$ cat src/rtl/wdt_reload_timer.sv
module wdt_reload_timer #(
  parameter int CNT_W = 24,
  parameter int ADDR_W = 12,
  parameter logic [ADDR_W-1:0] BASE_ADDR = 12'hFF1,
  parameter logic [CNT_W-1:0] RESET_RELOAD = 24'h000400,
  parameter logic [CNT_W-1:0] MIN_RELOAD = 24'h000004
) (
  input  logic              clk,
  input  logic              rst_n,
  input  logic              tick_en,
  input  logic              restart,
  input  logic [ADDR_W-1:0] reg_addr,
  input  logic              reg_wr,
  input  logic              reg_rd,
  input  logic [7:0]        reg_wdata,
  output logic [7:0]        reg_rdata,
  output logic              timeout
);
  localparam int NBYTES = CNT_W / 8;

  logic [CNT_W-1:0] reload_q, reload_nx, cnt_q;
  logic [NBYTES-1:0] hit;
  logic to_q;

  function automatic logic [CNT_W-1:0] floor_val(input logic [CNT_W-1:0] v);
    return (v < MIN_RELOAD) ? MIN_RELOAD : v;
  endfunction

  for (genvar i = 0; i < NBYTES; i++) begin : g_dec
    assign hit[i] = (reg_addr == BASE_ADDR + ADDR_W'(i));
  end

  always_comb begin
    reload_nx = reload_q;
    reg_rdata = '0;
    for (int i = 0; i < NBYTES; i++) begin
      if (reg_wr && hit[i]) reload_nx[(NBYTES-1-i)*8 +: 8] = reg_wdata;
      if (reg_rd && hit[i]) reg_rdata = cnt_q[(NBYTES-1-i)*8 +: 8];
    end
  end

  always_ff @(posedge clk or negedge rst_n) begin
    if (!rst_n) begin
      reload_q <= RESET_RELOAD;
      cnt_q    <= floor_val(RESET_RELOAD);
      to_q     <= 1'b0;
    end else begin
      reload_q <= reload_nx;
      to_q     <= 1'b0;
      if (restart || cnt_q == '0) begin
        cnt_q <= floor_val(reload_nx);
      end else if (tick_en) begin
        cnt_q <= cnt_q - CNT_W'(1);
        to_q  <= (cnt_q == CNT_W'(1));
      end
    end
  end

  assign timeout = to_q;
endmodule


$ cat config.mk
export PLATFORM = sky130hd
export DESIGN_NAME = wdt_reload_timer
export DESIGN_NICKNAME = d
export VERILOG_FILES = /design/src/rtl/wdt_reload_timer.sv
export SDC_FILE = /design/constraint.sdc
export NUM_CORES = 1
export LEC_CHECK = 0
export CAP_MARGIN = 25
export CORE_MARGIN = 2
export CORE_UTILIZATION = 45
export CTS_BUF_LIST = sky130_fd_sc_hd__clkbuf_8 sky130_fd_sc_hd__clkbuf_16
export CTS_CLUSTER_SIZE = 16
export DETAILED_ROUTE_END_ITERATION = 8
export GPL_ROUTABILITY_DRIVEN = 0
export MAX_ROUTING_LAYER = met4
export PLACE_DENSITY = 0.63
export SLEW_MARGIN = 40
export SYNTH_ARGS = -nofsm -noshare
export SYNTH_HDL_FRONTEND = slang
export SYNTH_SLANG_ARGS = --single-unit
export TNS_END_PERCENT = 30
$ cat constraint.sdc
create_clock -name clk -period 2.86 [get_ports clk]
set_clock_uncertainty 0.15 [all_clocks]
set_input_delay 0.572 -clock clk [delete_from_list [all_inputs] [get_ports clk]]
set_output_delay 0.572 -clock clk [all_outputs]
set_load 0.005 [all_outputs]
# ---- After elaboration in Yosys (flattened, before gate mapping)
# Cells that the tools add are included.
dict set report totals {
  regBits 49
  latchBits 0
  ram_bits 0
  rom_bits 0
  in_bits 26
  out_inout_bits 9
  elab_cells 29
  memories 0
}
dict set report classes {
  addsub 1
  n_mul 0
  div_mod_pow 0
  n_lt_le_gt_ge 1
  eq_ne 4
  n_shift 0
  muxes 11
  n_bitwise 0
  reduce_logical 9
}
# cell count
set ops {}
lappend ops {{two-way mux 24 bit} 3}
lappend ops {{two-way mux 8 bit} 6}
lappend ops {{== test 12 bit, second input constant} 3}
lappend ops {{== test 24 x 1 -> 1 bit, second input constant} 1}
lappend ops {{logical NOT 24 bit} 1}
lappend ops {{< comparator 24 x 3 -> 1 bit, second input constant} 1}
lappend ops {{subtractor 24 x 1 -> 24 bit, second input constant} 1}
lappend ops {{logical AND 1 bit} 6}
lappend ops {{two-way mux 1 bit} 2}
lappend ops {{nonzero test 2 bit} 1}
lappend ops {{logical OR 1 bit} 1}

# ---- Depth between registers and ports, before layout
dict set report logic_depth {
  word_depth 6
  ltp_mapped 8
  ltp_nobuf 8
}

# ---- Worst setup path before layout
# No wires, ideal clock.
dict set report synth_path {
  path_type {input-to-reg}
  startpoint {input port reg_addr[3]}
  endpoint {register cnt_q[0]}
  setup_ps 142
  arrival_ps 2327
  t_required_ps 2568
  slack_ps 242
  stages 7
  n_path_buf 1
  path_cell_list {nor4bb_1 buf_2 nand4_1 or4_1 a211o_1 nor4_2 a211oi_1}
}
dict set report synth_between {
  elab_chain_cells 6
  word_cells_on_any_way 12
  classes_between {order compare: 1; eq/ne: 3; mux: 5; reduce/logical: 3}
}
# item line
set synth_lines {}
lappend synth_lines {{from (decl)} 12} ;# input logic [ADDR_W-1:0] reg_addr,
lappend synth_lines {{== test 12 bit} 30} ;# assign hit[i] = (reg_addr == BASE_ADDR + ADDR_W'(i));
lappend synth_lines {{logical AND 1 bit} 37} ;# if (reg_wr && hit[i]) reload_nx[(NBYTES-1-i)*8 +: 8] = reg_wdata;
lappend synth_lines {{two-way mux 8 bit} 37}
lappend synth_lines {{< comparator 24 x 3 -> 1 bit} 26} ;# return (v < MIN_RELOAD) ? MIN_RELOAD : v;
lappend synth_lines {{two-way mux 24 bit (*)} 26}
lappend synth_lines {{two-way mux 24 bit (*)} 50} ;# if (restart || cnt_q == '0) begin
lappend synth_lines {{to (signal assigned)} 45} ;# cnt_q <= floor_val(RESET_RELOAD);
lappend synth_lines {{to (signal assigned)} 51} ;# cnt_q <= floor_val(reload_nx);
lappend synth_lines {{to (signal assigned)} 53} ;# cnt_q <= cnt_q - CNT_W'(1);
lappend synth_lines {{to (decl)} 21} ;# logic [CNT_W-1:0] reload_q, reload_nx, cnt_q;
# Every way passes the cells marked *; elsewhere a longest branch is shown, timed or not.
# A chain may end at the register's enable or synchronous reset.

# ---- Worst setup path in the final report
dict set report layout_path {
  startpoint {input port reg_addr[8]}
  endpoint {output port reg_rdata[0]}
}
dict set report layout_between {
  elab_chain_cells 5
  word_cells_on_any_way 9
  classes_between {eq/ne: 3; mux: 3; reduce/logical: 3}
}
# item line
set layout_lines {}
lappend layout_lines {{== test 12 bit} 30}
lappend layout_lines {{logical AND 1 bit} 38} ;# if (reg_rd && hit[i]) reg_rdata = cnt_q[(NBYTES-1-i)*8 +: 8];
lappend layout_lines {{two-way mux 8 bit (2 in series)} 38}
lappend layout_lines {{two-way mux 8 bit (*)} 38}
lappend layout_lines {{to (decl)} 16} ;# output logic [7:0] reg_rdata,
# Marked as above.

==> flow_metrics.env <==
export IMPL_ioPinCount=35
export IMPL_drt_wirelength_per_cell_um=17.7
export IMPL_cap_violations=0
export IMPL_required_ns=2.14
export IMPL_grt_usage=0.250
export IMPL_grt_antenna_before_repair=0
export IMPL_core_area_um2=5920
export IMPL_rows=28
export IMPL_n_antenna_cell=0
export IMPL_initialDrtViolationCount=170
export IMPL_synth_edf_count=0
export IMPL_holdCritPathClass="input port to async pin"
export IMPL_synth_ff_type="dfrtp_1"
export IMPL_status="completed"
export IMPL_drive_above_1_share=0.272
export IMPL_synth_top_area_cell="dfrtp_1"
export IMPL_synth_xor_area_frac=0.0665
export IMPL_critPathCaptureType="primary output"
export IMPL_worst_slew_pin_transition_ns=0.661
export IMPL_leakagePower_nw=1.74
export IMPL_grt_max_degree=50
export IMPL_ff2ff_path_depth=6
export IMPL_slew_headroom=0.559
export IMPL_clk_pin_slew_ns=0.09
export IMPL_ys_warn_count=0
export IMPL_clockRootBuffer="clkbuf_8"
export IMPL_preCtsSetupSlack_ns=-0.255
export IMPL_initial_core_util=0.467
export IMPL_synth_fp_nets=305
export IMPL_fin_nets=377
export IMPL_setup_ws_ns=0.0818
export IMPL_tritoncts="done"
export IMPL_grt_pass1_wl_mm=12.2
export IMPL_final_core_util=0.607
export IMPL_synth_top_area_frac=0.426
export IMPL_rsz0062_at_grt="yes"
export IMPL_ctsHoldBuffers=0
export IMPL_grt_ovfl_total=0
export IMPL_io_buffers=34
export IMPL_ant_nets=0
export IMPL_clk_latency_ns=0.31
export IMPL_mostFrequentLayoutCells="47 x dfrtp_1, 38 x buf_4, 36 x nor2_1"
export IMPL_numCtsBuffers=5
export IMPL_routed_wirelength_mm=7.52
export IMPL_dp_cells=414
export IMPL_peakVddDrop_mv=0.282
export IMPL_report_final_hold_viol_count=0
export IMPL_synthMuxAreaShare=0.131
export IMPL_clk_path_buf_depth=2
export IMPL_tns_ns=0
export IMPL_period_share=0.971
export IMPL_fillers=551
export IMPL_critPathLaunchType="input port"
export IMPL_final_common_cell="dfrtp_1"
export IMPL_synth_adder_area_share=0.0136
export IMPL_syn_area_per_cell_um2=10.0
export IMPL_yosys_area_share_simple=0.225
export IMPL_synthCells=276
export IMPL_area_growth_pct=29.9
export IMPL_synth_cell_type_count=47
export IMPL_synthTopCellsByArea="dfrtp_1 43%, mux2_2 7.3%, mux2i_1 5.8%"
export IMPL_synth_compound_area_frac=0.0865
export IMPL_netlist_area_um2=2760
export IMPL_die_y_um=82.4
export IMPL_seq_area_frac_synth=0.445
export IMPL_finalCriticalPeriod_ns=2.78
export IMPL_die_width_um=82.4
export IMPL_timing_final_max_slew_violations=0
export IMPL_crit_fanout=8
export IMPL_hpwl_mm=5.63
export IMPL_powerDensity_nw_per_um2=388
export IMPL_finalSetupViolations=0
export IMPL_crit_type="input port to primary output"
export IMPL_async_flop_share=1.00
export IMPL_clock_sinks=49
export IMPL_synth_top_family_by_area="simple AND/OR/NAND/NOR gates"
export IMPL_drcViolationCount=0
export IMPL_synth_seq_cells=49
export IMPL_post_drt_via_cell_ratio=5.56
export IMPL_fmax_mhz=360
export IMPL_die_area_um2=6780
export IMPL_grt_pass1_vias=2353
export IMPL_htreeDepth=2
export IMPL_cp_arrival_ns=2.06
export IMPL_final_cells=424
export IMPL_dr_total_vias=2358
export IMPL_drtPass1Iterations=4
==> routing by layer <==
layer / vias up / track usage / part of all wire
li1: 1131 / - / -
met1: 1161 / 0.334 / 0.45
met2: 57 / 0.398 / 0.49
met3: 9 / 0.0380 / 0.042
met4: 0 / 0.0667 / 0.015
met5: - / - / 0
==> synth_stat cells, drive strengths merged, types with 6 or more instances <==
| library cell | number |
|---|---|
| clkbuf | 10 |
| nor4 | 10 |
| nand2 | 23 |
| a22oi | 8 |
| dfrtp | 47 |
| nor2 | 37 |
| nand4 | 7 |
| mux2i | 16 |
| mux2 | 18 |
| a21oi | 14 |
| or4 | 6 |
| xnor2 | 17 |
| inv | 12 |
==> metrics by stage <==
| stage | hold WS (ns) | cell area [um2] | power (W) |
|---|---|---|---|
| after CTS | 0.249 | 3580 | 0.00140 |
| final | 0.213 | 3590 | 0.00139 |
| after floorplan | 0.126 | 2760 | 0.000870 |
| after detailed placement | 0.324 | 3480 | 0.000985 |
| after global routing | 0.289 | 3590 | 0.00145 |
| after global placement | 0.303 | 3480 | 0.000981 |
==> flip-flops by register name, summed over array words and instances (netlist names) <==
| register | flops |
|---|---|
| cnt_q | 24 |
| reload_q | 24 |
| timeout | 1 |
==> final timing paths <==
kind	startpoint	to	slack [ns]
max	reg_addr[8]	reg_rdata[0]	0.08
min	rst_n	reload_q[6]	0.21
max reg2reg	cnt_q[6]	cnt_q[20]	0.24
min reg2reg	reload_q[1]	reload_q[1]	0.34
max in group asynchronous	rst_n	reload_q[3]	1.90
min in group clk	reload_q[1]	reload_q[1]	0.34
==> power breakdown <==
group / internal [W] / switching, W
clock: 0.000169 / 0.000247
sequential: 0.000716 / 0.0000304
combinational: 0.000115 / 0.000116
==> area by class of cell <==
| cell class | count | area (um2) | area share |
|---|---|---|---|
| multi-input combinational | 203 | 1470 | 0.410 |
| sequential | 49 | 1230 | 0.342 |
| timing repair buffer | 77 | 663 | 0.185 |
| tap | 75 | 93.8 | 0.0261 |
| clock buffer | 5 | 68.8 | 0.0192 |
| inverter | 12 | 45.0 | 0.0125 |
| clock inverter | 3 | 17.5 | 0.00488 |
==> what timing repair did <==
item | 4_1_cts | 5_1_grt
resized for setup | 11 | 21
setup buffers | 1 | 1
pin swaps | 1 | 4
setup endpoints to repair | 8 | 11
==> kinds of logic (layout without fill, tap and decap cells) <==
group                    Yosys count  after routing
XOR/XNOR                          21             21
flip-flops                        49             49
adder cells (fa/ha/maj)            3              3
multiplexers                      34             34
AO/OA/AOI/OAI                     36             36
buffers and inverters             24             97
AND/OR/NAND/NOR                  109            109
==> worst max-delay path, stage by stage <==
cell and delay (ns):
clkdlybuf4s50_1 0.45, nor4bb_2 0.26, buf_4 0.16, nand4_1 0.11, buf_6 0.18, nor2_1 0.11, clkdlybuf4s15_1 0.21
Power figures use the tool's default switching activity.
